File: src/rtl/pfm_pkg.sv
// Shared types and helpers for the pipeline flow property monitor.
package pfm_pkg;

    // Sticky error flags held by the monitor.
    typedef struct packed {
        logic pc;
        logic det;
        logic order;
        logic bound;
    } pfm_err_t;

    // True when exactly one of three action bits is set.
    function automatic logic one_of3(input logic a, input logic b, input logic c);
        return (a ^ b ^ c) & ~(a & b & c);
    endfunction

endpackage

File: src/rtl/pfm_det_chk.sv
// Determinism check: the PC and every latch must choose exactly one action.
// Assumes: pure combinational, result is gated by the caller.
module pfm_det_chk #(
    parameter int N = 4
) (
    input  logic         pc_seq,
    input  logic         pc_branch,
    input  logic         pc_stall,
    input  logic [N-1:0] ir_flow,
    input  logic [N-1:0] ir_stall,
    input  logic [N-1:0] ir_nop,
    output logic         pc_bad,
    output logic [N-1:0] ir_bad
);

    // PC action code must be one-hot.
    assign pc_bad = ~pfm_pkg::one_of3(pc_seq, pc_branch, pc_stall);

    // Per-latch action code must be one-hot.
    for (genvar i = 0; i < N; i++) begin : g_lat
        assign ir_bad[i] = ~pfm_pkg::one_of3(ir_flow[i], ir_stall[i], ir_nop[i]);
    end

endmodule

File: src/rtl/pfm_order_chk.sv
// In-order check: a latch may not flow while any of its parents stalls.
// Assumes: ADJ bit p*N+c set means latch p feeds latch c.
module pfm_order_chk #(
    parameter int                 N   = 4,
    parameter logic [N*N-1:0]     ADJ = '0
) (
    input  logic [N-1:0] ir_flow,
    input  logic [N-1:0] ir_stall,
    output logic [N-1:0] ord_bad
);

    for (genvar c = 0; c < N; c++) begin : g_child
        logic [N-1:0] par_mask;
        // Gather the parent column of this child from the matrix.
        for (genvar p = 0; p < N; p++) begin : g_par
            assign par_mask[p] = ADJ[p*N+c];
        end
        // Flow below any stalled parent duplicates an instruction.
        assign ord_bad[c] = ir_flow[c] & (|(par_mask & ir_stall));
    end

endmodule

File: src/rtl/pfm_bound_chk.sv
// Bounded-progress check: counts consecutive cycles a valid latch stalls
// while every later (higher-index) latch is empty.
// Assumes: LIMIT >= 2; counting only while armed and not clearing.
module pfm_bound_chk #(
    parameter int N     = 4,
    parameter int LIMIT = 16
) (
    input  logic         clk,
    input  logic         rst_n,
    input  logic         armed,
    input  logic         clr,
    input  logic [N-1:0] ir_valid,
    input  logic [N-1:0] ir_stall,
    output logic [N-1:0] bnd_bad
);

    localparam int CW = $clog2(LIMIT + 1);
    localparam logic [CW-1:0] LAST = CW'(LIMIT - 1);

    for (genvar i = 0; i < N; i++) begin : g_lat
        logic          down_idle;
        logic          qual;
        logic [CW-1:0] cnt;

        // Later stages are idle when no higher-index latch is valid.
        if (i == N - 1) begin : g_tail
            assign down_idle = 1'b1;
        end else begin : g_mid
            assign down_idle = ~(|ir_valid[N-1:i+1]);
        end

        assign qual = ir_valid[i] & ir_stall[i] & down_idle;

        // Consecutive qualifying stall counter, saturating at LIMIT-1.
        always_ff @(posedge clk) begin
            if (!rst_n || !armed || clr || !qual) begin
                cnt <= '0;
            end else if (cnt != LAST) begin
                cnt <= cnt + 1'b1;
            end
        end

        assign bnd_bad[i] = armed & qual & (cnt == LAST);
    end

endmodule

File: src/rtl/pfm_monitor.sv
// Pipeline flow property monitor: passive checker of PC and latch control.
// Holds sticky flags for determinism, in-order flow and bounded progress,
// and captures the lowest failing latch of the first latch error.
// Assumes: latches are indexed in pipeline order; checks start on the
// second clock edge after reset release.
module pfm_monitor #(
    parameter int                           NUM_LATCH   = 4,
    parameter int                           STALL_LIMIT = 16,
    parameter logic [NUM_LATCH*NUM_LATCH-1:0] ADJ       = 16'h0842,
    localparam int                          IW          = (NUM_LATCH > 1) ? $clog2(NUM_LATCH) : 1
) (
    input  logic                 clk,
    input  logic                 rst_n,
    input  logic                 clr,
    input  logic                 pc_seq,
    input  logic                 pc_branch,
    input  logic                 pc_stall,
    input  logic [NUM_LATCH-1:0] ir_flow,
    input  logic [NUM_LATCH-1:0] ir_stall,
    input  logic [NUM_LATCH-1:0] ir_nop,
    input  logic [NUM_LATCH-1:0] ir_valid,
    output logic                 err_pc,
    output logic                 err_det,
    output logic                 err_order,
    output logic                 err_bound,
    output logic [IW-1:0]        first_idx
);

    logic                 armed;
    logic                 captured;
    logic                 pc_bad;
    logic [NUM_LATCH-1:0] ir_bad;
    logic [NUM_LATCH-1:0] ord_bad;
    logic [NUM_LATCH-1:0] bnd_bad;
    logic [NUM_LATCH-1:0] lat_bad;
    logic [IW-1:0]        low_idx;
    pfm_pkg::pfm_err_t    flg_q;

    pfm_det_chk #(.N(NUM_LATCH)) u_det (
        .pc_seq    (pc_seq),
        .pc_branch (pc_branch),
        .pc_stall  (pc_stall),
        .ir_flow   (ir_flow),
        .ir_stall  (ir_stall),
        .ir_nop    (ir_nop),
        .pc_bad    (pc_bad),
        .ir_bad    (ir_bad)
    );

    pfm_order_chk #(.N(NUM_LATCH), .ADJ(ADJ)) u_ord (
        .ir_flow  (ir_flow),
        .ir_stall (ir_stall),
        .ord_bad  (ord_bad)
    );

    pfm_bound_chk #(.N(NUM_LATCH), .LIMIT(STALL_LIMIT)) u_bnd (
        .clk      (clk),
        .rst_n    (rst_n),
        .armed    (armed),
        .clr      (clr),
        .ir_valid (ir_valid),
        .ir_stall (ir_stall),
        .bnd_bad  (bnd_bad)
    );

    // Arm checking one edge after reset is released.
    always_ff @(posedge clk) begin
        if (!rst_n) armed <= 1'b0;
        else        armed <= 1'b1;
    end

    assign lat_bad = ir_bad | ord_bad | bnd_bad;

    // Lowest-index failing latch this cycle.
    always_comb begin
        low_idx = '0;
        for (int i = NUM_LATCH - 1; i >= 0; i--) begin
            if (lat_bad[i]) low_idx = IW'(i);
        end
    end

    // Sticky flags, cleared by reset or clr.
    always_ff @(posedge clk) begin
        if (!rst_n || clr) begin
            flg_q <= '0;
        end else if (armed) begin
            flg_q.pc    <= flg_q.pc    | pc_bad;
            flg_q.det   <= flg_q.det   | (|ir_bad);
            flg_q.order <= flg_q.order | (|ord_bad);
            flg_q.bound <= flg_q.bound | (|bnd_bad);
        end
    end

    // Capture the first failing latch index once per clear.
    always_ff @(posedge clk) begin
        if (!rst_n || clr) begin
            captured  <= 1'b0;
            first_idx <= '0;
        end else if (armed && !captured && (|lat_bad)) begin
            captured  <= 1'b1;
            first_idx <= low_idx;
        end
    end

    assign err_pc    = flg_q.pc;
    assign err_det   = flg_q.det;
    assign err_order = flg_q.order;
    assign err_bound = flg_q.bound;

endmodule

File: config.mk
export PLATFORM = sky130hd
export DESIGN_NAME = pfm_monitor
export DESIGN_NICKNAME = d
export VERILOG_FILES = /design/src/rtl/pfm_pkg.sv /design/src/rtl/pfm_det_chk.sv /design/src/rtl/pfm_order_chk.sv /design/src/rtl/pfm_bound_chk.sv /design/src/rtl/pfm_monitor.sv
export SDC_FILE = /design/constraint.sdc
export NUM_CORES = 1
export LEC_CHECK = 0
export BUFFER_PORTS_ARGS = -buffer_cell sky130_fd_sc_hd__buf_2
export CORE_MARGIN = 1
export CORE_UTILIZATION = 25
export CTS_BUF_LIST = sky130_fd_sc_hd__clkbuf_2 sky130_fd_sc_hd__clkbuf_4 sky130_fd_sc_hd__clkbuf_8
export CTS_CLUSTER_SIZE = 25
export DETAILED_ROUTE_END_ITERATION = 6
export PLACE_DENSITY = 0.42
export SLEW_MARGIN = 5
export SYNTH_ARGS = -nofsm -noshare
export SYNTH_HDL_FRONTEND = slang
export SYNTH_SLANG_ARGS = --single-unit
File: constraint.sdc
create_clock -name clk -period 1.9 [get_ports clk]
set_input_delay 0 -clock clk [delete_from_list [all_inputs] [get_ports clk]]
set_output_delay 0 -clock clk [all_outputs]
set_load 0.005 [all_outputs]
# Yosys cells after proc, flatten, opt, wreduce, memory -nomap -nowiden
# Index checks and enable logic that the tools add are counted.
[totals]
reg_bits = 28
ramBits = 0
mem_bits_ro = 0
in_bits = 22
word_cells = 112
out_inout_bits = 6
mem_count = 0
latchBits = 0
[classes]
add_sub_neg = 4
n_shift = 0
eq_ne = 8
div_mod_pow = 0
magnitude_cmp = 0
multipliers = 0
n_bitwise = 62
mux = 5
n_reduce_logical = 22
[ops]
columns = ["cell", "n"]
rows = [
  ["bitwise AND 1 bit", 33],
  ["adder 5 x 1 -> 5 bit, second input constant", 4],
  ["== test 5 x 4 -> 1 bit, second input constant", 4],
  ["inequality test 5 x 4 -> 1 bit, second input constant", 4],
  ["inverter 1 bit", 13],
  ["OR reduction 4 bit", 3],
  ["bitwise XOR 1 bit", 10],
  ["two-way mux 2 bit", 4],
  ["OR 4 bit", 2],
  ["logical NOT 1 bit", 7],
  ["logical OR 1 bit", 7],
  ["OR reduction 3 bit", 2],
  ["OR 1 bit", 4],
  ["logical AND 1 bit", 2],
  ["OR reduction 2 bit", 1],
  ["two-way mux 1 bit", 1],
]

# Longest topological paths before layout
# Gate-level depths: netlist of run 1.
[logic_depth]
word_depth = 11
mapped_depth = 8
mapped_depth_nobuf = 7

# By module
# Synthesis of run 1 repeated with hierarchy kept, for this count alone.
[hier_totals]
hier_cells = 168
hier_area_um2 = 1495.2
[modules_own_cells]
columns = ["mod", "area_each_um2", "cells_per_inst", "seq_area_each_um2", "instances"]
rows = [
  ["pfm_bound_chk", 978.4, 108, 400.4, 1],
  ["pfm_monitor", 344.1, 39, 160.2, 1],
  ["pfm_det_chk", 142.6, 16, 0.0, 1],
  ["pfm_order_chk", 30.0, 5, 0.0, 1],
]

# Worst setup path before layout of run 1
# OpenSTA, ideal clock, no wires.
[synth_timing]
path_kind = "register to register"
startpoint = "register u_bnd.g_lat[2].cnt[0]"
endpoint = "register first_idx[0]"
arrival_ps = 1995
period_less_slack_ps = 2117
path_stages_with_launch = 9
t_required_ps = 1778
path_buffers = 1
setup_ps = 122
path_slack_ps = -217
cell_sequence = "dfxtp_1 -> ha_1 -> and3_1 -> ha_1 -> clkbuf_1 -> and4b_1 -> nand3b_1 -> o32a_1 -> o311a_1"
[synth_between]
elab_chain_cells = 6
elab_cells_between_ends = 8
classes_between = "eq/ne: 1; mux: 3; bitwise: 2; reduce/logical: 2"
[synth_lines]
columns = ["element", "line", "rtl"]
rows = [
  ["from (decl)", "pfm_bound_chk.sv:23", "logic [CW-1:0] cnt;"],
  ["from (signal assigned)", "pfm_bound_chk.sv:39", "cnt <= cnt + 1'b1;"],
  ["== test 5 x 4 -> 1 bit (*)", "pfm_bound_chk.sv:43", "assign bnd_bad[i] = armed & qual & (cnt == LAST);"],
  ["bitwise AND 1 bit (*)", "pfm_bound_chk.sv:43", ""],
  ["OR 4 bit (*)", "pfm_monitor.sv:72", "assign lat_bad = ir_bad | ord_bad | bnd_bad;"],
  ["two-way mux 2 bit (3 in a row)", "pfm_monitor.sv:78", "if (lat_bad[i]) low_idx = IW'(i);"],
  ["to (signal assigned)", "pfm_monitor.sv:101", "first_idx <= low_idx;"],
  ["to (decl)", "pfm_monitor.sv:26", "output logic [IW-1:0] first_idx"],
]
# Every way passes the cells marked *; elsewhere a longest branch is shown, timed or not.
# A chain may end at the register's enable or synchronous reset.

# Worst setup path in the final report of run 1
[layout_timing]
startpoint = "register u_bnd.g_lat[2].cnt[1]"
endpoint = "register first_idx[0]"
# The elaborated chain is that of the path after synthesis.

==> results of run 1 <==
-- metrics by stage --
step                      total power, uW  util [%]  std cells
final                                1052     33.31        271
after global routing                 1111     33.31        271
after CTS                            1079     32.53        269
after detailed placement            734.9     31.59        265
after global placement              729.9     31.59        265
after floorplan                     679.9         -        163
-- repair_timing --
item | in CTS | in global routing
setup buffers | 0 | 2
gates resized for setup | 1 | 6
hold buffers | 1 | 0
cloned | 0 | 0
endpoints found under the hold margin | 1 | 0
setup endpoints to repair | 2 | 4
pin swaps | 1 | 3
-- cells in the final DEF (no fill, tap or decap), types with 2 or more instances in the layout --
cell type / synthesis / final
nor2_1: 31 / 31
buf_2: 0 / 27
dfxtp_1: 28 / 24
buf_4: 0 / 10
inv_1: 8 / 8
xor2_1: 8 / 8
a21oi_1: 8 / 8
nor2b_1: 7 / 7
ha_1: 13 / 7
mux2i_1: 6 / 6
nand2_1: 5 / 5
and3_1: 6 / 4
nand4b_1: 4 / 4
xnor2_1: 4 / 4
ha_2: 0 / 4
dfxtp_2: 0 / 4
and3_4: 1 / 3
nand4_1: 3 / 3
clkbuf_8: 0 / 3
nand3_1: 2 / 2
nor3b_1: 2 / 2
nand2b_1: 2 / 2
o21ai_0: 2 / 2
o31ai_1: 2 / 2
ha_4: 0 / 2
-- tightest hold or removal path, delay by kind of cell --
family | cells | cell delay [ns]
buffers and inverters | 1 | 0.08
AO/OA/AOI/OAI | 1 | 0.13
AND/OR/NAND/NOR | 1 | 0.09
-- cells in the mapped netlist --
library cell  number  share of area, %
o2bb2ai_2          1               1.0
and3b_1            1              0.59
and4b_1            1              0.68
inv_1              8               2.0
dfxtp_1           28                38
nand3_1            2              0.68
nand2b_1           2              0.85
nand4_1            3               1.3
o311a_1            1              0.68
o31ai_1            2               1.0
o21ai_0            2              0.68
or3_1              1              0.43
nand3b_1           1              0.51
nor2_1            31               7.9
a22oi_1            1              0.51
o41ai_1            1              0.59
nor3b_1            2               1.0
o32a_1             1              0.68
nand2_1            5               1.3
nor3_1             1              0.34
nand4b_1           4               2.4
or3b_1             1              0.59
or2b_1             1              0.51
ha_1              13                11
a221oi_1           1              0.59
or4_4              1              0.76
o221a_2            1              0.76
and3_1             6               2.5
xnor2_1            4               2.4
clkbuf_1           5               1.3
nor2b_1            7               3.0
mux2i_1            6               4.1
and3_4             1              0.76
a221oi_2           1               1.0
xor2_1             8               4.8
a21oi_1            8               2.7
-- layer usage --
layer | wire length, microns | track usage, %
met5 | 0 | 0
met4 | 29 | 2.778
met3 | 119 | 2.529
met2 | 1571 | 19.30
met1 | 1572 | 13.48
-- cell families after synthesis --
logic type	count (synthesis)
adders and majority gates	13
and+or+nand+nor	71
AOI/OAI and AO/OA	20
DFF	28
muxes	6
xor gates and xnor gates	12
buffers and inverters	13
-- final timing paths --
check                           slack (ns)      endpoint
worst min register to register        0.45       err_det
worst min-delay path                  0.07  first_idx[0]
worst max register to register        0.03  first_idx[0]
worst max-delay path                  0.03  first_idx[0]
-- sequential cells by signal (all words and copies together) (netlist names) --
name	count
armed	1
captured	1
err_bound	1
err_det	1
err_order	1
err_pc	1
first_idx	2
u_bnd.g_lat.cnt	20
-- cell type report --
class / count / area [sq um] / share of cell area (%)
multi-input combinational: 122 / 920.9 / 49.30
sequential: 28 / 565.5 / 30.27
timing repair buffer: 38 / 220.2 / 11.79
tap: 72 / 90.09 / 4.823
clock buffer: 3 / 41.29 / 2.210
inverter: 8 / 30.03 / 1.608
-- power breakdown --
part	internal [uW]	leakage [uW]	switching [uW]	total (uW)
Clock	143	0.0000216	186	329
Sequential	594	0.000229	5.33	599
Combinational	58.9	0.000540	64.6	124
==> results.md, run 1 <==
* Outcome: finished clean
* DRT Pass-1 Iters at 2
* Initial Utilization at around a quarter
* CTS Root Cell: clkbuf_8
* Global-route usage over all layers at 11.02%
* Syn_nets at 198
* Reg2Reg Depth at 7
* CTS Buf Count at 3
* Fin worst setup slack at 0.03223 ns
* Detailed router's first-iteration violation count at 45
* H-tree levels at 1
* Largest delay share family, worst path: compound AO/OA/AOI/OAI gates
* Row cnt at 27
* Max Freq at about 540 MHz
* Post-route setup TNS at 0 ns
* Max-slew headroom at 73.10%
* Final setup viols at 0
* Largest vdd supply drop at 0.2939 mV
* Hold WC Path Type: input port to flip-flop
* Routed vias at approximately 1200
* Cell area after synthesis at 1473 sq um
* TritonCTS Sinks at 28
* Placement Cell Area at 1772 sq um
* CP Cell Sequence: ha_4, and3_4, ha_4, and4b_1, nand3b_1, o32a_1, o311a_1
* Power Dens Cells at 563.2 nW/um^2
* Worst Tran Pin Value at around 0.40 ns
* Xor-xnor portion of the synthesized cell area at 7.137%
* CP required at 2.07 ns
* First-pass GRT wire length at 5.423 mm
* CTS tree: built
* Worst Path Buf+Inv at 0
* Critical path origin: u_bnd.g_lat[2].cnt[1]
* Number of global-route vias before repair at around 1200
* # DRC at 0
* Worst skew pair latency at 0.28 ns
* Pins Over Slew Limit at 0
* Via density per instance at 4.546
* Hold path depth at 3
* Adder-Cell Fraction of Synth Area at roughly 11%
* Critical path depth at 7
* Clk pin slew, worst setup/hold paths at 0.10 ns
* Combinational family with the most area after synthesis: simple AND/OR/NAND/NOR gates
* Largest net degree at the start of global routing at 15
* Final Skew at around 0.007 ns
* Worst Path Arrival at 2.04 ns
* Sequential area share after synthesis at a little under two fifths
* Final min period at 1.868 ns
* Unrepaired setup endpoints after global routing: true
* Port Buffers at 27
* Initial antenna violation count at 0
* Placer congestion estimate at 0.7376
* Post-detail-place hpwl at 2.598 mm
* Post-synthesis mux area share at 4.078%
* Area delta synth->final at 26.85%
* Total Wirelength at roughly 3.3 mm
* # IOs at 28
* #FFs+latches synth at 28
* Setup CP Type: flip-flop to flip-flop
* Max incr delay on CP at 0.34 ns
* # fillers at 600
* Post-Synth Simple-Gate Area at 26.08%
* Avg WL per Cell at 12.15 microns
* Hold_sp: clr
* Area of the core at 5608 sq um
* Fin crit share at between 90% and 100%
* Hold_ws at ~0.066 ns
* Global route overflow at 0
* Crit Path Max Fanout at 3
* Worst setup SP type: flip-flop
* Synth cell types at 36
* Die Ht at 78.75 microns
* # Max-Cap Violations at 0
* Final ANT Viol Nets at 0
* Post-Syn Area per Cell at ~9.0 sq um
* Final count of hold timing violations at 0
* Static leakage at around 0.00079 uW
* N_diodes at 0
* Mapped Cells at 163
* Maximum clock path buffer count at 2
* Compound-Gate Fraction of Synth Area at 10.28%
* Final #Nets at 236
* Crit end category: flip-flop
* Synthesis Warnings at 0
* Critical R2R Launch: u_bnd.g_lat[2].cnt[1]
* Crit path max-delay cell type: dfxtp_2
* Layout cells sized above 1 at 29.65%
* Die ar. at 6202 sq um
* Final instance area at about 1900 sq um
* Die X at just under 80 microns
* Pre-CTS WS at -0.02999 ns
* Most used cell, CP: ha_4
Note: power is estimated with default switching activity, not from simulation.
==> inputs of run 2 (changes only) <==
--- a/config.mk
+++ b/config.mk
@@ -6,12 +6,14 @@
 export NUM_CORES = 1
 export LEC_CHECK = 0
 export BUFFER_PORTS_ARGS = -buffer_cell sky130_fd_sc_hd__buf_2
+export CELL_PAD_IN_SITES_DETAIL_PLACEMENT = 0
+export CELL_PAD_IN_SITES_GLOBAL_PLACEMENT = 1
 export CORE_MARGIN = 1
 export CORE_UTILIZATION = 25
 export CTS_BUF_LIST = sky130_fd_sc_hd__clkbuf_2 sky130_fd_sc_hd__clkbuf_4 sky130_fd_sc_hd__clkbuf_8
 export CTS_CLUSTER_SIZE = 25
 export DETAILED_ROUTE_END_ITERATION = 6
-export PLACE_DENSITY = 0.42
+export PLACE_DENSITY = 0.52
 export SLEW_MARGIN = 5
 export SYNTH_ARGS = -nofsm -noshare
 export SYNTH_HDL_FRONTEND = slang
==> run 2 against run 1 <==
Net effect:
- total power increased by 13%
- sequential share of layout area fell by 0.47 points
- critical path depth did not move
- critical path type unchanged
- critical endpoint unchanged
- global-route usage up 0.18 points
- clock skew fell by 0.0032 ns
- via count is 0.89% higher
==> results.md, run 2 (synthesized netlist as in run 1, its figures left out) <==
* Worst Tran Pin Value at ~0.37 ns
* Area delta synth->final at 29.40%
* Hold path depth at 3
* WHS Endpoint: first_idx[0]
* Via density per instance at 4.570
* Max-slew headroom at 74.74%
* CTS Buf Count at 3
* TritonCTS Sinks at 28
* Final ANT Viol Nets at 0
* Largest vdd supply drop at between 0.2 and 0.3 mV
* Number of global-route vias before repair at around 1300
* Die Ht at 78.75 microns
* Worst Path Arrival at approximately 2 ns
* CTS tree: built
* Maximum clock path buffer count at 2
* Row cnt at 27
* Worst skew pair latency at 0.27 ns
* Crit end category: flip-flop
* Global-route usage over all layers at 11.19%
* Commonest non-fill, non-tap cell in the layout: nor2_1
* Max Freq at about 540 MHz
* Setup CP Type: flip-flop to flip-flop
* # IOs at 28
* Final min period at roughly 1.9 ns
* Hold WC Path Type: input port to flip-flop
* Placed insts at 265
* Hold_sp: clr
* Initial antenna violation count at 0
* Area of the core at 5608 sq um
* Largest regs: u_bnd.g_lat.cnt: 20 flops, first_idx: 2 flops
* Post-Layout Cell Count at 272
* Die ar. at around 6200 sq um
* Highest-count cells in the layout ignoring fill and taps: 31 x nor2_1, 27 x buf_2, 22 x dfxtp_1
* Final #Nets at 236
* Power Dens Cells at 625.7 nW/um^2
* Layout cells sized above 1 at 31.00%
* Crit Path Max Fanout at 3
* Static leakage at 0.0008013 uW
* Port Buffers at 27
* # DRC at 0
* Largest Register: u_bnd.g_lat.cnt
* DRT Pass-1 Iters at 4
* # Max-Cap Violations at 0
* CTS Root Cell: clkbuf_8
* Global route overflow at 0
* Pins Over Slew Limit at 0
* CP required at 2.07 ns
* N_diodes at 0
* Total Wirelength at 3.205 mm
* First-pass GRT wire length at 5.499 mm
* Largest register FFs at 20
* Critical R2R Launch: u_bnd.g_lat[2].cnt[1]
* Clk pin slew, worst setup/hold paths at 0.09 ns
* Unrepaired setup endpoints after global routing: true
* Outcome: finished clean
* Final Skew at 0.004032 ns
* Reg2Reg Depth at 7
* Final count of hold timing violations at 0
* H-tree levels at 1
* Largest net degree at the start of global routing at 17
* Detailed router's first-iteration violation count at 35
* Post-detail-place hpwl at about 2.6 mm
* Routed vias at 1243
* Final setup viols at 0
* Fin crit share at 97.93%
* Fin util at 33.98%
* Worst setup SP type: flip-flop
* Die X at ~79 microns
* R2r setup slk at between 0.03 and 0.04 ns
* Placer congestion estimate at between 0.7 and 0.8
* # fillers at 608
* RR Endpoint: first_idx[0]
* Avg WL per Cell at 11.78 microns
* Initial Utilization at 26.26%
-- run 2: cell count changes in the layout (fill, tap and decap cells not counted), sizes merged --
| cell | before | now |
|---|---|---|
| bufinv | 0 | 1 |
-- run 2: how the worst max path moves through the flow --
stage / from / end / slack, ns / cells after the start
floorplan: u_bnd.g_lat[2].cnt[1] / first_idx[0] / -0.11 / 8
global placement: u_bnd.g_lat[2].cnt[1] / first_idx[0] / 0.006 / 7
detailed placement: u_bnd.g_lat[2].cnt[1] / first_idx[0] / -0.02 / 7
CTS: u_bnd.g_lat[1].cnt[0] / captured / 0.004 / 7
global route: u_bnd.g_lat[2].cnt[0] / first_idx[0] / -0.02 / 7
finish: u_bnd.g_lat[2].cnt[1] / first_idx[0] / 0.04 / 7
-- run 2: where the power goes --
group | internal [uW] | total, uW | switching, uW
sequential | 594 | 600 | 5.97
clock | 282 | 470 | 188
combinational | 58.5 | 122 | 63.5
-- run 2: layout make-up --
type	count	area, sq um	area share, %
timing repair buffer	38	220.2	11.56
clock buffer	3	41.29	2.167
inverter	8	30.03	1.576
clock inverter	1	30.03	1.576
tap	72	90.09	4.728
sequential	28	568.0	29.81
multi-input combinational	122	925.9	48.59
-- run 2: layer usage --
metal	part of all wire, %	GRT usage (%)	vias to the layer above
met5	0	0	-
met3	3.7	1.954	2
met4	0.78	3.889	0
met1	46	13.50	582
met2	49	19.83	16
li1	-	-	643
-- run 2: metrics by stage --
| step | hold slack (ns) | total power, uW | setup TNS [ns] | setup WS, ns | cell area, sq um |
|---|---|---|---|---|---|
| 2_1_floorplan | 0.02772 | 679.9 | -0.1520 | -0.1136 | 1535 |
| 3_3_place_gp | 0.1428 | 731.9 | 0 | 0.005831 | 1772 |
| 3_5_place_dp | 0.1456 | 735.1 | -0.02131 | -0.02131 | 1772 |
| 4_1_cts | 0.06375 | 1219 | 0 | 0.004058 | 1854 |
| 5_1_grt | 0.07129 | 1260 | -0.03612 | -0.02107 | 1906 |
| 6_report | 0.07519 | 1192 | 0 | 0.03927 | 1906 |
-- run 2: worst max-delay path, cell delays in order (launching register included) --
cell      delay (ns)
dfxtp_2         0.35
ha_4            0.15
and3_4          0.18
ha_4            0.15
and4b_1         0.17
nand3b_1        0.19
o32a_1          0.30
o311a_1         0.28
-- run 2: repair_timing --
| action | CTS | global route |
|---|---|---|
| setup buffers | 0 | 2 |
| setup endpoints to repair | 2 | 3 |
| resized for setup | 1 | 9 |
| pin swaps | 1 | 4 |
| hold buffers | 1 | 0 |
| hold endpoints to repair | 1 | 0 |
| cloned | 0 | 0 |
==> inputs of run 3 (changes only) <==
--- a/config.mk
+++ b/config.mk
@@ -6,6 +6,7 @@
 export NUM_CORES = 1
 export LEC_CHECK = 0
 export BUFFER_PORTS_ARGS = -buffer_cell sky130_fd_sc_hd__buf_2
+export CAP_MARGIN = 20
 export CELL_PAD_IN_SITES_DETAIL_PLACEMENT = 0
 export CELL_PAD_IN_SITES_GLOBAL_PLACEMENT = 1
 export CORE_MARGIN = 1
@@ -17,4 +18,5 @@
 export SLEW_MARGIN = 5
 export SYNTH_ARGS = -nofsm -noshare
 export SYNTH_HDL_FRONTEND = slang
+export SYNTH_HIERARCHICAL = 1
 export SYNTH_SLANG_ARGS = --single-unit
==> run 3 against run 2 <==
Net effect:
- sequential share of layout area up 0.44 points
- register-to-register slack improved by 0.02 ns
- worst setup slack better by 0.020 ns
- global-route usage is 0.20 points lower
- combinational power grew 7%
- sequential power barely moved
- synthesized area up 1.5%
- synthesized cell count rose by 3.1%
- clock power down 21%
- core utilization fell by 0.85 points
- non-clock buffer count fell by 2
- largest power group unchanged
==> results.md, run 3 <==
* Biggest area consumer among synthesized cells: dfxtp_1
* Worst Path Arrival at approximately 2.0 ns
* Crit Path Max Fanout at 3
* Power Dens Cells at 589.9 nW/um^2
* #FFs+latches synth at 28
* DRT Pass-1 Iters at 4
* Maximum clock path buffer count at 2
* Worst skew pair latency at 0.27 ns
* Critical path origin: u_bnd/g_lat[2].cnt[0]
* R2r setup slk at 0.06 ns
* Worst setup SP type: flip-flop
* Final count of hold timing violations at 0
* Crit path max-delay cell type: or4_4
* Critical R2R Launch: u_bnd/g_lat[2].cnt[0]
* Max incr delay on CP at 0.53 ns
* First-pass GRT wire length at ~5.3 mm
* CTS Root Cell: clkbuf_8
* Row cnt at 27
* CP required at 2.06 ns
* Hold_sp: pc_stall
* Initial Utilization at 26.50%
* Die Ht at slightly below 80 microns
* Most used cell, CP: ha_2
* Largest regs: u_bnd/g_lat.cnt: 20 flops, first_idx: 2 flops
* Sequential area share after synthesis at 37.49%
* Unrepaired setup endpoints after global routing: false
* Placer congestion estimate at around 0.74
* Max Freq at about 540 MHz
* Commonest non-fill, non-tap cell in the layout: nor2_1
* Die X at ~79 microns
* Post-detail-place hpwl at 2.627 mm
* Final min period at between 1.5 and 2 ns
* Post-synth EDFFs at 0
* Synthesis Warnings at 6
* Syn_nets at 203
* Post-Layout Cell Count at 275
* Mapped Cells at 168
* Commonest cells in the netlist: 38 x nor2_1, 28 x dfxtp_1, 13 x ha_1
* Global-route usage over all layers at ~11%
* Post-route setup TNS at 0 ns
* Final Skew at 0.002515 ns
* Global route overflow at 0
* Layout cells sized above 1 at 30.05%
* CTS Buf Count at 3
* PnR Total Power at 1103 uW
* Number of global-route vias before repair at 1199
* N_diodes at 0
* Via density per instance at 4.458
* Fin worst setup slack at 0.05911 ns
* Pre-CTS WS at 0.06849 ns
* TritonCTS Sinks at 28
* Routed vias at 1226
* # DRC at 0
* Port Buffers at 27
* Top cell type's share of synthesized area at 37.49%
* Area of the core at 5642 sq um
* Cell area after synthesis at between 1000 and 1500 sq um
* Area delta synth->final at 25.02%
* Clk pin slew, worst setup/hold paths at 0.10 ns
* H-tree levels at 1
* Largest net degree at the start of global routing at 16
* Largest register FFs at 20
* Detailed router's first-iteration violation count at 17
* Fin crit share at a little over nine tenths
* Placed insts at 269
* CP Cell Sequence: ha_2, and3_1, ha_2, and3_4, or4_4, a21oi_2, nor2_1
* Final setup viols at 0
* Area of the multi-input gates at 927.1 sq um
* Final #Nets at 239
* Static leakage at roughly 0.00079 uW
* CTS tree: built
* Count leader, synth: nor2_1
* Synth cell types at 36
* Pins Over Slew Limit at 0
* Outcome: finished clean
* # IOs at 28
* Top post-synthesis cells by area: dfxtp_1 37%, ha_1 11%, nor2_1 9.5%
* Setup CP Type: flip-flop to flip-flop
* # fillers at 619
* Largest vdd supply drop at about 0.25 mV
* Dominant synthesized flop cell: dfxtp_1
* Sequential Area at 565.5 sq um
* Avg WL per Cell at ~12 microns
* Post-Syn Area per Cell at 8.900 sq um
* # Max-Cap Violations at 0
* Highest-count cells in the layout ignoring fill and taps: 38 x nor2_1, 27 x buf_2, 24 x dfxtp_1
* Initial antenna violation count at 0
* Total Wirelength at 3.230 mm
* Largest Register: u_bnd/g_lat.cnt
* Post-synth ARST share at 0%
* Crit end category: flip-flop
* Die ar. at 6294 sq um
* Hold WC Path Type: input port to flip-flop
* Final ANT Viol Nets at 0
-- run 3: cell count changes after synthesis, moves of 2 or more --
| cell | delta |
|---|---|
| or4_1 | +3 |
| buf_2 | +2 |
| clkbuf_2 | +2 |
| o31ai_1 | -2 |
| o21ai_0 | -2 |
| clkbuf_1 | -5 |
| nand2_1 | -2 |
| and2_1 | +3 |
| nor3b_1 | -2 |
| nor2b_1 | -2 |
| mux2i_1 | +3 |
| nor2_1 | +7 |
| and3_1 | -2 |
-- run 3: stage by stage --
step / hold slack, ns / area, sq um / utilization (%)
detailed placement: 0.1531 / 1762 / 31.23
global placement: 0.1517 / 1762 / 31.23
finish: 0.09781 / 1869 / 33.13
global route: 0.1302 / 1869 / 33.13
floorplan: 0.02772 / 1529 / -
CTS: 0.08829 / 1827 / 32.38
-- run 3: metal layers --
metal / global-route usage, % / part of all wire [%] / vias up
met3: 2.184 / 3.2 / 4
met1: 12.07 / 45 / 559
met4: 3.818 / 0.90 / 0
met5: 0 / 0 / -
met2: 20.69 / 50 / 18
li1: - / - / 645
-- run 3: worst max-delay path, delay by kind of cell, from the launching register on --
kind,cells,cell delay [ns]
fa+ha+maj,2,0.35
flops,1,0.34
compound gates,1,0.14
simple gates,4,0.90
-- run 3: path summary, 6_finish.rpt --
| check | to | depth (start not counted) |
|---|---|---|
| worst max-delay path | err_bound | 7 |
| worst min-delay path | err_pc | 4 |
| worst max register to register | err_bound | 7 |
| worst min register to register | first_idx[1] | 2 |
-- run 3: power by group --
group | leakage [uW] | switching, uW | internal (uW)
combinational | 0.000537 | 65.3 | 66.2
clock | 0.0000288 | 185 | 185
sequential | 0.000229 | 6.75 | 594
-- run 3: area by class of cell --
cell class,count,share of cell area [%]
tap,72,4.819
multi-input combinational,128,49.60
clock buffer,4,2.945
sequential,28,30.25
inverter,7,1.406
timing repair buffer,36,10.98
-- run 3: timing repair --
action,4_1_cts,5_1_grt
hold buffers,1,0
setup buffers,0,1
gates resized for setup,0,10
setup endpoints to repair,0,4
hold endpoints to repair,1,0
-- run 3: cells by family after synthesis --
logic type	after synthesis	synth area share, %
and+or+nand+nor	78	28.12
DFF	28	37.49
AOI/OAI and AO/OA	15	6.611
adders and majority gates	13	10.88
xor gates and xnor gates	12	7.029
buffers and inverters	12	3.599
muxes	9	6.025
other	1	0.2508
